==> src/rtl/txb_pkg.sv <==
package txb_pkg;
  typedef enum logic [1:0] {
    PS_SLEEP = 2'd0,
    PS_CAL   = 2'd1,
    PS_READY = 2'd2
  } pwr_state_t;
endpackage

==> src/rtl/txb_pwr_ctrl.sv <==
module txb_pwr_ctrl
  import txb_pkg::*;
#(
  parameter int CAL_CYCLES = 300
) (
  input  logic clk,
  input  logic rst,
  input  logic pwr_on,
  output logic run,
  output logic busy
);
  localparam int CCW = (CAL_CYCLES > 1) ? $clog2(CAL_CYCLES) : 1;
  localparam logic [CCW-1:0] CAL_LAST = CCW'(CAL_CYCLES - 1);

  pwr_state_t state;
  logic [CCW-1:0] cal_cnt;

  always_ff @(posedge clk) begin
    if (rst || !pwr_on) begin
      state   <= PS_SLEEP;
      cal_cnt <= '0;
    end else begin
      case (state)
        PS_SLEEP: begin
          state   <= PS_CAL;
          cal_cnt <= '0;
        end
        PS_CAL: begin
          if (cal_cnt == CAL_LAST) state <= PS_READY;
          else cal_cnt <= cal_cnt + 1'b1;
        end
        default: state <= PS_READY;
      endcase
    end
  end

  assign run  = (state == PS_READY);
  assign busy = (state == PS_CAL);

  assert_sleep_on_low_R8: assert property (@(posedge clk) disable iff (rst)
    !pwr_on |=> (state == PS_SLEEP));
  assert_wake_to_cal_R9: assert property (@(posedge clk) disable iff (rst)
    (state == PS_SLEEP && pwr_on) |=> busy);
endmodule

==> src/rtl/txb_bitclk.sv <==
module txb_bitclk #(
  parameter int CLK_DIV = 64
) (
  input  logic clk,
  input  logic rst,
  input  logic run,
  output logic bit_clk,
  output logic fall_stb
);
  localparam int HALF = CLK_DIV / 2;
  localparam int CW   = (CLK_DIV > 1) ? $clog2(CLK_DIV) : 1;
  localparam logic [CW-1:0] LAST     = CW'(CLK_DIV - 1);
  localparam logic [CW-1:0] HALF_M1  = CW'(HALF - 1);

  logic [CW-1:0] cnt;

  always_ff @(posedge clk) begin
    if (rst || !run) begin
      cnt     <= '0;
      bit_clk <= 1'b0;
    end else begin
      cnt <= (cnt == LAST) ? '0 : cnt + 1'b1;
      if (cnt == HALF_M1) bit_clk <= 1'b1;
      if (cnt == LAST)    bit_clk <= 1'b0;
    end
  end

  assign fall_stb = run && (cnt == LAST);

  assert_idle_low_R2: assert property (@(posedge clk) disable iff (rst)
    !run |=> !bit_clk);
  assert_fall_from_high_R2: assert property (@(posedge clk) disable iff (rst)
    fall_stb |-> bit_clk);
endmodule

==> src/rtl/txb_dibit.sv <==
module txb_dibit #(
  parameter int TAIL_BITS = 8
) (
  input  logic       clk,
  input  logic       rst,
  input  logic       run,
  input  logic       fall_stb,
  input  logic       tx_data,
  input  logic       burst_en,
  output logic [1:0] sym_data,
  output logic       sym_valid
);
  localparam int TAIL_SYMS = TAIL_BITS / 2;
  localparam int TW = $clog2(TAIL_SYMS + 1);
  localparam logic [TW-1:0] TAIL_INIT = TW'(TAIL_SYMS);

  logic          in_burst;
  logic          half_done;
  logic          first_bit;
  logic          tailing;
  logic [TW-1:0] tail_left;

  always_ff @(posedge clk) begin
    if (rst || !run) begin
      in_burst  <= 1'b0;
      half_done <= 1'b0;
      first_bit <= 1'b0;
      tailing   <= 1'b0;
      tail_left <= '0;
      sym_data  <= 2'b00;
      sym_valid <= 1'b0;
    end else begin
      sym_valid <= 1'b0;
      if (fall_stb) begin
        if (!in_burst) begin
          if (burst_en) begin
            in_burst  <= 1'b1;
            first_bit <= tx_data;
            half_done <= 1'b1;
          end
        end else if (!half_done) begin
          first_bit <= tx_data;
          half_done <= 1'b1;
        end else begin
          sym_data  <= {first_bit, tx_data};
          sym_valid <= 1'b1;
          half_done <= 1'b0;
          if (tailing) begin
            if (tail_left == TW'(1)) begin
              in_burst <= 1'b0;
              tailing  <= 1'b0;
              tail_left <= '0;
            end else begin
              tail_left <= tail_left - 1'b1;
            end
          end else if (!burst_en) begin
            tailing   <= 1'b1;
            tail_left <= TAIL_INIT;
          end
        end
      end
    end
  end

  assert_tail_bounded_R5: assert property (@(posedge clk) disable iff (rst)
    tailing |-> (in_burst && tail_left != '0 && tail_left <= TAIL_INIT));
  assert_no_sym_outside_R6: assert property (@(posedge clk) disable iff (rst)
    (!in_burst && !sym_valid) |=> !sym_valid || $past(fall_stb));
endmodule

==> src/rtl/txb_delay_line.sv <==
module txb_delay_line #(
  parameter int DEPTH = 160
) (
  input  logic clk,
  input  logic rst,
  input  logic din,
  output logic dout
);
  generate
    if (DEPTH == 1) begin : g_single
      logic q;
      always_ff @(posedge clk) begin
        if (rst) q <= 1'b0;
        else     q <= din;
      end
      assign dout = q;
    end else begin : g_chain
      logic [DEPTH-1:0] sr;
      always_ff @(posedge clk) begin
        if (rst) sr <= '0;
        else     sr <= {sr[DEPTH-2:0], din};
      end
      assign dout = sr[DEPTH-1];
      assert_first_stage_R7: assert property (@(posedge clk) disable iff (rst)
        sr[0] == $past(din) || $past(rst));
    end
  endgenerate
endmodule

==> src/rtl/txsym_burst_if.sv <==
module txsym_burst_if #(
  parameter int CLK_DIV    = 64,
  parameter int TAIL_BITS  = 8,
  parameter int PIPE_LAT   = 160,
  parameter int CAL_CYCLES = 300
) (
  input  logic       clk,
  input  logic       rst,
  input  logic       pwr_on,
  input  logic       burst_en,
  input  logic       tx_data,
  output logic       bit_clk,
  output logic [1:0] sym_data,
  output logic       sym_valid,
  output logic       burst_out,
  output logic       busy
);
  logic run;
  logic run_eff;
  logic fall_stb;

  txb_pwr_ctrl #(.CAL_CYCLES(CAL_CYCLES)) u_pwr (
    .clk(clk), .rst(rst), .pwr_on(pwr_on), .run(run), .busy(busy)
  );

  assign run_eff = run && pwr_on;

  txb_bitclk #(.CLK_DIV(CLK_DIV)) u_bclk (
    .clk(clk), .rst(rst), .run(run_eff), .bit_clk(bit_clk), .fall_stb(fall_stb)
  );

  txb_dibit #(.TAIL_BITS(TAIL_BITS)) u_dibit (
    .clk(clk), .rst(rst), .run(run_eff), .fall_stb(fall_stb),
    .tx_data(tx_data), .burst_en(burst_en),
    .sym_data(sym_data), .sym_valid(sym_valid)
  );

  txb_delay_line #(.DEPTH(PIPE_LAT)) u_dly (
    .clk(clk), .rst(rst), .din(burst_en && run_eff), .dout(burst_out)
  );

  assert_valid_on_fall_R3: assert property (@(posedge clk) disable iff (rst)
    sym_valid |-> $fell(bit_clk));
  assert_busy_quiet_R9: assert property (@(posedge clk) disable iff (rst)
    busy |-> (!bit_clk && !sym_valid));
endmodule

==> config.mk <==
export PLATFORM = sky130hd
export DESIGN_NAME = txsym_burst_if
export DESIGN_NICKNAME = d
export VERILOG_FILES = /design/src/rtl/txb_pkg.sv /design/src/rtl/txb_pwr_ctrl.sv /design/src/rtl/txb_bitclk.sv /design/src/rtl/txb_dibit.sv /design/src/rtl/txb_delay_line.sv /design/src/rtl/txsym_burst_if.sv
export SDC_FILE = /design/constraint.sdc
export NUM_CORES = 1
export LEC_CHECK = 0
export CAP_MARGIN = 0
export CORE_ASPECT_RATIO = 0.7
export CORE_UTILIZATION = 61
export DETAILED_ROUTE_END_ITERATION = 10
export DONT_BUFFER_PORTS = 1
export PLACE_DENSITY = 0.84
export SLEW_MARGIN = 20
export SYNTH_ARGS = -nofsm -noshare
export SYNTH_HDL_FRONTEND = slang
export SYNTH_SLANG_ARGS = --single-unit
==> constraint.sdc <==
create_clock -name clk -period 2.2 [get_ports clk]
set_clock_uncertainty 0.05 [all_clocks]
set_input_delay 0.33 -clock clk [delete_from_list [all_inputs] [get_ports clk]]
set_output_delay 0.33 -clock clk [all_outputs]
set_load 0.02 [all_outputs]
* Yosys cells after proc, flatten, opt, wreduce, memory -nomap -nowiden *
Cells that the tools add are included.

word-level totals
  bits in registers = 188
  logic and storage cells = 65
  bits in writable memories = 0
  memories kept = 0
  input port bits = 5
  latch bits = 0
  memory bits (read-only) = 0

operators by class
  add/subtract/negate cells = 3
  divide/modulo/power cells = 0
  multiplexer cells = 21
  shifts and indexed selects = 0
  reduce and logical (&&, ||, !) cells = 17
  equal/unequal tests = 10
  bitwise operators = 2
  order comparisons = 0
  $mul = 0

operator list
  operator                                                            number
  9-bit one-hot mux with 2 select lines                               1
  1-bit two-way mux                                                   14
  9-bit by 1-bit adder with 9-bit output, second input constant       1
  9-bit == test, second input constant                                1
  3-bit two-way mux                                                   3
  9-bit two-way mux                                                   1
  6-bit by 1-bit adder with 6-bit output, second input constant       1
  6-bit by 5-bit == test with 1-bit output, second input constant     1
  6-bit == test, second input constant                                1
  3-bit AND reduction                                                 2
  2-bit by 1-bit != test with 1-bit output, second input constant     2
  2-bit != test, second input constant                                2
  2-bit one-hot mux with 2 select lines                               1
  2-bit AND reduction                                                 2
  4-bit AND reduction                                                 1
  2-bit nonzero test                                                  2
  3-bit by 1-bit == test with 1-bit output, second input constant     1
  1-bit logical AND                                                   3
  3-bit OR reduction                                                  1
  3-bit by 1-bit subtractor with 3-bit output, second input constant  1
  2-bit by 1-bit == test with 1-bit output, second input constant     1
  2-bit == test, second input constant                                1
  1-bit logical NOT                                                   2
  2-bit logical NOT                                                   1
  other kinds (4)                                                     6

* Depth between registers and ports, before layout *
Gate-level depths: netlist (run 1).

  word-level depth = 5
  depth in mapped cells = 6

* Hierarchy *
Synthesis (run 1) repeated with hierarchy kept, for this count alone.

unflattened totals
  cells, all modules = 490
  area total of the unflattened synthesis = 5,688.0 um2

modules (own cells, without submodules)
  module          cells each  area an instance (um2)  seq. area each (um2)  instances
  txb_delay_line  337         4,306.6                 3,203.1               1
  txb_pwr_ctrl    67          590.6                   220.2                 1
  txb_dibit       53          495.5                   200.2                 1
  txb_bitclk      31          282.8                   140.1                 1
  txsym_burst_if  2           12.5                    0.0                   1

* Worst setup path before layout (run 1) *
OpenSTA, ideal clock, no wires.

  path type = register -> register
  start point = register u_bclk.cnt[0]
  end point = register u_dibit.tail_left[1]
  path buffers = 1
  stages on the path, launching flop included = 7
  setup slack = 0.302 ns
  arrival = 1.778 ns
  clock period less this slack = 1.898 ns
  setup time = 0.071 ns
  cell sequence = dfxtp_1 -> ha_1 -> nand4_2 -> or4_1 -> buf_2 -> or3_1 -> a21oi_1

between the ends
  cells in the longest elaborated chain, start to end = 3

ends and longest elaborated chain
  item                                  line              source
  start, declared                       txb_bitclk.sv:15  logic [CW-1:0] cnt;
  start signal, assigned                txb_bitclk.sv:22  cnt <= (cnt == LAST) ? '0 : cnt + 1'b1;
  6-bit == test                         txb_bitclk.sv:28  assign fall_stb = run && (cnt == LAST);
  1-bit logical AND                     txb_bitclk.sv:28
  4-bit AND reduction (no source line)  n/a
  end signal, assigned                  txb_dibit.sv:54   tail_left <= tail_left - 1'b1;
  end, declared                         txb_dibit.sv:21   logic [TW-1:0] tail_left;

Every way passes these cells.
A chain may end at the register's enable or synchronous reset.

* Final worst setup path (run 1) *
  start point = register u_bclk.cnt[0]
  end point = register u_dibit.in_burst

between the ends
  cells in the longest elaborated chain, start to end = 2

ends and longest elaborated chain
  item                  line              source
  6-bit == test         txb_bitclk.sv:28
  1-bit logical AND     txb_bitclk.sv:28
  end signal, assigned  txb_dibit.sv:25   in_burst <= 1'b0;
  end signal, assigned  txb_dibit.sv:37   in_burst <= 1'b1;
  end signal, assigned  txb_dibit.sv:50   in_burst <= 1'b0;
  end, declared         txb_dibit.sv:17   logic in_burst;

Every way passes these cells.

==> impl_metrics.json, run 1 <==
{
  "tns_ns": 0,
  "setup_viol": 0,
  "critPathArrivalTime_ns": 2.19,
  "max_freq_ghz": 0.5103,
  "crit_path_max_fanout": 7,
  "end_kind": "register",
  "clockRootBuffer": "clkbuf_16",
  "clock-sinks": 188,
  "grt_overflow_total": 0,
  "synth_cell_type_count": 37,
  "syn_area_um2": 5600,
  "seqPwrFrac_pct": 52.6,
  "cp-start-kind": "register",
  "worst_ir_drop_vdd_mv": 0.6030,
  "fin_nets": 571,
  "insertion_delay_ns": 0.42,
  "cts_resized": 0,
  "r2r_slack_ns": 0.24,
  "reg2reg_from": "u_bclk.cnt[0]",
  "std_cell_rows": 28,
  "avgSynthCellArea_um2": 11.22,
  "antenna_found_initial": 0,
  "multi_input_area_um2": 1712,
  "startpoint": "u_bclk.cnt[0]",
  "switching_share_pct": 20.38,
  "ant_nets": 0,
  "core_area_um2": 8688,
  "routedWlPerCell_um": 14.05,
  "first_pass_iters": 4,
  "hold_class": "input port to register",
  "drt_iter0_markers": 171,
  "rsz0062_at_grt": "no",
  "ys_seq_elements": 188,
  "switching_power_uw": 1320,
  "grt_pass1_wl_um": 15720,
  "die_h_um": 82.17,
  "hold_viol": 0,
  "ys.warnings.count": 0,
  "dp_hpwl_um": 4147,
  "tritoncts": "built",
  "worst_pin_slew_ns": 0.5336,
  "crit_path_end": "u_dibit.in_burst",
  "r2r_end": "u_dibit.in_burst",
  "drc": 0,
  "nFillCells": 494,
  "diodes": 0,
  "power_density_nw_per_um2": 931.6,
  "vias": 3327,
  "grt_pass1_vias": 3355,
  "final_layout_size_suffix_gt1_share_pct": 6.957,
  "grt_max_degree": 96,
  "syn-num-nets": 508,
  "h-tree-depth": 4,
  "vias_per_cell": 4.787,
  "post_cts_buffers": 0,
  "syn_inst": 499,
  "pin_count": 11,
  "numCtsBuffers": 17,
  "min_period_over_period_pct": 89.08,
  "maxCapViolations": 0,
  "r2r_cells": 6,
  "ys_seq_area_share_pct": 67.20,
  "intPower_uw": 5158,
  "min_period_ns": 1.960,
  "clk_pin_slew_ns": 0.07,
  "area_delta_synth_final_pct": 24.15,
  "required_ns": 2.43,
  "slew_headroom_pct": 64.16,
  "clockPowerShare_pct": 46.7,
  "die_area_um2": 9574,
  "hold_buffers": 66,
  "gp_congestion": 0.8248,
  "die_x_um": 116.5,
  "cts_buffer_depth": 2,
  "hold_depth": 2,
  "status": "completed",
  "p_total_uw": 6477,
  "power_leakage_uw": 0.002804,
  "seqCellArea_um2": 3764,
  "wl_um": 9764,
  "crit_type": "register to register",
  "grtUsageTotal_pct": 22.38,
  "comb_power_share_pct": 0.7,
  "io_buffers": 0,
  "final_max_slew_viol_count": 0,
  "start_util_pct": 64.46
}
stage by stage:
stage	setup slack, ns	utilization [%]	std cells	instance area, µm²	hold WS, ns
CTS	0.2398	80.03	695	6953	0.01604
global route	0.08744	80.03	695	6953	0.02688
finish	0.2403	80.03	695	6953	0.02442
floorplan	0.3017	-	499	5600	0.3638
detailed placement	0.2582	65.35	597	5678	0.3670
global placement	0.3561	65.35	597	5678	0.3621
area by class of cell:
class                           count  area share, %
Sequential cell                   188          54.13
Multi-Input combinational cell    278          24.62
Timing Repair Buffer               69          10.08
Clock buffer                       20          6.568
Tap cell                          120          2.159
Clock inverter                     12          2.015
Inverter                            8         0.4319
logic make-up (layout without fill, tap and decap cells):
family / after synthesis / after routing / synth area share (%)
XOR/XNOR: 4 / 4 / 0.6257
flip-flops: 188 / 188 / 67.20
multiplexers: 8 / 8 / 1.497
AO/OA/AOI/OAI: 26 / 26 / 2.726
buffers and inverters: 33 / 109 / 2.234
adder cells (fa/ha/maj): 4 / 4 / 0.8937
AND/OR/NAND/NOR: 236 / 236 / 24.82
how the worst min path moves through the flow:
stage	startpoint	to
6_report	tx_data	u_dibit.sym_data[0]
5_1_grt	tx_data	u_dibit.first_bit
4_1_cts	tx_data	u_dibit.sym_data[0]
3_5_place_dp	rst	u_dly.g_chain.sr[152]
3_3_place_gp	rst	u_dly.g_chain.sr[106]
2_1_floorplan	u_dly.g_chain.sr[99]	u_dly.g_chain.sr[100]
Yosys cell counts:
library cell / count / share of area (%)
o21ai_1: 2 / 0.18
a31oi_1: 2 / 0.22
o21a_1: 1 / 0.13
o21ai_0: 4 / 0.36
and3_1: 2 / 0.22
nand4_1: 2 / 0.22
or3_1: 1 / 0.11
inv_1: 8 / 0.54
clkbuf_1: 24 / 1.6
nor2_1: 26 / 1.7
or4_1: 3 / 0.40
mux2i_1: 5 / 0.89
o22ai_1: 3 / 0.34
xnor2_1: 3 / 0.47
and2_1: 1 / 0.11
a22oi_1: 2 / 0.27
ha_1: 4 / 0.89
nor2b_1: 161 / 18
nor3_1: 5 / 0.45
a211oi_1: 1 / 0.13
nand4b_1: 1 / 0.16
nor4_1: 3 / 0.34
nand3b_1: 1 / 0.13
dfxtp_1: 188 / 67
nand4bb_1: 2 / 0.40
buf_2: 1 / 0.089
mux2_2: 3 / 0.60
a2bb2oi_1: 1 / 0.16
nor4bb_1: 1 / 0.18
nand2b_1: 4 / 0.45
nand4_2: 1 / 0.22
nand2_1: 13 / 0.87
a21oi_1: 9 / 0.80
xor2_1: 1 / 0.16
a21o_1: 1 / 0.13
or2_2: 1 / 0.11
nand3_1: 8 / 0.71
registers in the layout, summed over array words and instances, names as in the netlist:
| signal | cells |
|---|---|
| u_dibit.sym_valid | 1 |
| u_dibit.half_done | 1 |
| u_bclk.bit_clk | 1 |
| u_dly.g_chain.sr | 160 |
| u_dibit.tailing | 1 |
| u_dibit.in_burst | 1 |
| u_dibit.tail_left | 3 |
| u_dibit.sym_data | 2 |
| u_bclk.cnt | 6 |
| u_pwr.cal_cnt | 9 |
| u_pwr.state | 2 |
| u_dibit.first_bit | 1 |
power groups by stage:
stage | Sequential [µW] | Clock, µW | Combinational (µW)
2_1_floorplan | 3480 | 0 | 53.7
3_3_place_gp | 3480 | 0 | 15.6
3_5_place_dp | 3480 | 0 | 15.9
4_1_cts | 3410 | 3040 | 45.8
5_1_grt | 3410 | 3210 | 51.1
6_report | 3410 | 3020 | 45.4
cell usage in the layout (no fill, tap or decap), types with 2 or more instances in the layout:
master / Yosys / routed
clkinvlp_4: 0 / 6
a31oi_1: 2 / 2
dfxtp_1: 188 / 188
nor3_1: 5 / 5
mux2_2: 3 / 3
buf_4: 0 / 3
clkbuf_16: 0 / 17
a21oi_1: 9 / 9
bufinv_16: 0 / 2
a22oi_1: 2 / 2
ha_1: 4 / 4
nor2b_1: 161 / 161
nand3_1: 8 / 8
clkinv_4: 0 / 3
nor4_1: 3 / 3
or4_1: 3 / 3
nor2_1: 26 / 26
nand2b_1: 4 / 4
o21ai_0: 4 / 4
nand2_1: 13 / 13
nand4_1: 2 / 2
o21ai_1: 2 / 2
inv_1: 8 / 8
nand4bb_1: 2 / 2
and3_1: 2 / 2
o22ai_1: 3 / 3
mux2i_1: 5 / 5
xnor2_1: 3 / 3
dlygate4sd3_1: 0 / 65
clkbuf_8: 0 / 2
critical path, cell delays in order, from the launching register on:
cell and delay (ns):
dfxtp_1 0.35, ha_1 0.24, nand4_2 0.18, or4_1 0.55, buf_4 0.18, nor3_1 0.20
nor3_1 0.07
routing by layer:
layer / GRT usage, % / share of wire, %
met1: 27.07 / 47
met2: 37.75 / 49
met4: 10.00 / 0.59
met3: 6.204 / 2.8
met5: 0 / 0
No activity file was read; power rests on OpenSTA's default activity.
==> run 2, diff against run 1 <==
PLACE_DENSITY = 0.8   (was 0.84)
==> run 2 against run 1 <==
  * Wire length grew 1.6%
  * Final cell count increased by 0.29%
  * Critical endpoint unchanged
  * First-iteration DRC count down 15%
  * Hold slack improved by 0.020 ns
  * Critical path type unchanged
==> impl_metrics.json, run 2 (synthesis gave the netlist of run 1 again) <==
{
  "dp_hpwl_um": 4240,
  "grt_busiest_layer": "met2",
  "clockPowerShare_pct": 48.6,
  "switching_power_uw": 1282,
  "critPathArrivalTime_ns": 2.24,
  "critical_path.most_common_cell": "nor3_1",
  "cts_buffer_depth": 2,
  "seqCellArea_um2": 3764,
  "routedWlPerCell_um": 14.23,
  "pin_count": 11,
  "tns_ns": 0,
  "reg_top3": "u_dly.g_chain.sr x160, u_pwr.cal_cnt x9, u_bclk.cnt x6",
  "fin_nets": 573,
  "intPower_uw": 5439,
  "worst_pin_slew_ns": 0.5530,
  "core_area_um2": 8688,
  "use_met1_pct": 26.94,
  "start_util_pct": 64.46,
  "drt_iter0_markers": 146,
  "drc": 0,
  "die_area_um2": 9574,
  "io_buffers": 0,
  "post_cts_buffers": 0,
  "rsz0062_at_grt": "no",
  "gp_congestion": 0.7814,
  "switching_share_pct": 19.08,
  "insertion_delay_ns": 0.43,
  "max_freq_ghz": 0.4965,
  "min_period_ns": 2.014,
  "numCtsBuffers": 17,
  "clockRootBuffer": "clkbuf_16",
  "crit_type": "register to register",
  "std_cell_rows": 28,
  "seqPwrFrac_pct": 50.7,
  "setup_viol": 0,
  "maxCapViolations": 0,
  "grt_max_degree": 96,
  "crit_path_max_fanout": 6,
  "multi_input_area_um2": 1715,
  "grt_pass1_wl_um": 15950,
  "final_layout_size_suffix_gt1_share_pct": 7.279,
  "cp-start-kind": "register",
  "hold_class": "input port to register",
  "final_common_cell": "dfxtp_1",
  "largest_reg_flops": 160,
  "met3_usage_pct": 8.321,
  "slew_headroom_pct": 63.03,
  "required_ns": 2.42,
  "die_h_um": 82.17,
  "grt_overflow_total": 0,
  "die_x_um": 116.5,
  "top_register": "u_dly.g_chain.sr",
  "vias_per_cell": 4.874,
  "diodes": 0,
  "clock-sinks": 188,
  "power_density_nw_per_um2": 957.1,
  "grt_pass1_vias": 3422,
  "h-tree-depth": 4,
  "min_period_over_period_pct": 91.54,
  "grtUsageTotal_pct": 22.72,
  "p_total_uw": 6722,
  "use_met2_pct": 37.28,
  "worst_ir_drop_vdd_mv": 0.6555,
  "clk_pin_slew_ns": 0.06,
  "vias": 3397,
  "final_max_slew_viol_count": 0,
  "hold_viol": 0,
  "wl_um": 9917,
  "cp_slowest_cell": "or4_4",
  "crit_chain": "ha_1 -> nand4_2 -> or4_4 -> buf_4 -> nor3_1 -> nor3_1",
  "ant_nets": 0,
  "comb_power_share_pct": 0.8,
  "power_leakage_uw": 0.002852,
  "cpPeakStageDelay_ns": 0.58,
  "layout_common_cells": "dfxtp_1 (188), nor2b_1 (161), dlygate4sd3_1 (66)",
  "tritoncts": "built",
  "status": "completed",
  "antenna_found_initial": 0,
  "end_kind": "register",
  "area_delta_synth_final_pct": 25.40,
  "first_pass_iters": 4,
  "nFillCells": 529
}
==> run 2: cell types whose count changed in the layout (fill, tap and decap cells not counted) <==
cell	change
or4_4	+1
clkinv_4	-2
inv_6	-1
dlygate4sd3_1	+1
buf_4	+1
clkinvlp_4	-3
clkbuf_8	+2
or4_1	-1
clkinv_2	+2
bufinv_16	+2
==> run 2: critical path, delay by kind of cell, from the launching register on <==
kind | cells | cell delay (ns)
adders and majority gates | 1 | 0.24
buffers and inverters | 1 | 0.17
DFF | 1 | 0.36
and+or+nand+nor | 4 | 1.05
==> run 2: layout make-up <==
class	instances	share of cell area [%]
Inverter	8	0.4276
Timing Repair Buffer	71	10.23
Multi-Input combinational cell	278	24.43
Sequential cell	188	53.59
Clock inverter	10	2.298
Clock buffer	22	6.895
Tap cell	120	2.138
==> run 2: stage by stage <==
stage / util [%] / area (µm²) / hold slack (ns) / cells / worst slack, ns
final: 80.83 / 7023 / 0.04489 / 697 / 0.1861
after global routing: 80.83 / 7023 / 0.03462 / 697 / 0.06059
after CTS: 80.79 / 7019 / 0.02650 / 697 / 0.1331
after detailed placement: 65.44 / 5685 / 0.3612 / 598 / 0.2300
after global placement: 65.44 / 5685 / 0.3620 / 598 / 0.2752
after floorplan: - / 5600 / 0.3638 / 499 / 0.3017
==> run 2: routing by layer <==
layer  part of all wire (%)  vias to the layer above
li1                       -                     1705
met1                     47                     1621
met2                     47                       48
met3                    3.6                       23
met4                    2.4                        0
met5                      0                        -
==> run 2: what timing repair did <==
item | in CTS | in global routing
hold buffers | 67 | 0
hold endpoints to repair | 162 | 0
endpoints found under the setup margin | 0 | 1
gates resized for setup | 0 | 1
==> run 2: final timing paths <==
| path | startpoint | endpoint | slack (ns) | depth (start not counted) |
|---|---|---|---|---|
| hold / removal | burst_en | u_dly.g_chain.sr[0] | 0.04 | 2 |
| hold reg to reg | u_dly.g_chain.sr[86] | u_dly.g_chain.sr[87] | 0.38 | 1 |
| setup / recovery | u_bclk.cnt[0] | u_dibit.in_burst | 0.19 | 6 |
| setup reg to reg | u_bclk.cnt[0] | u_dibit.in_burst | 0.19 | 6 |
==> run 2: power groups by stage <==
stage	registers (µW)	clock network (µW)	logic, µW
finish	3410	3270	50.9
global route	3400	3440	57.7
CTS	3410	3280	51.0
detailed placement	3480	0	19.6
global placement	3480	0	19.2
floorplan	3480	0	53.7
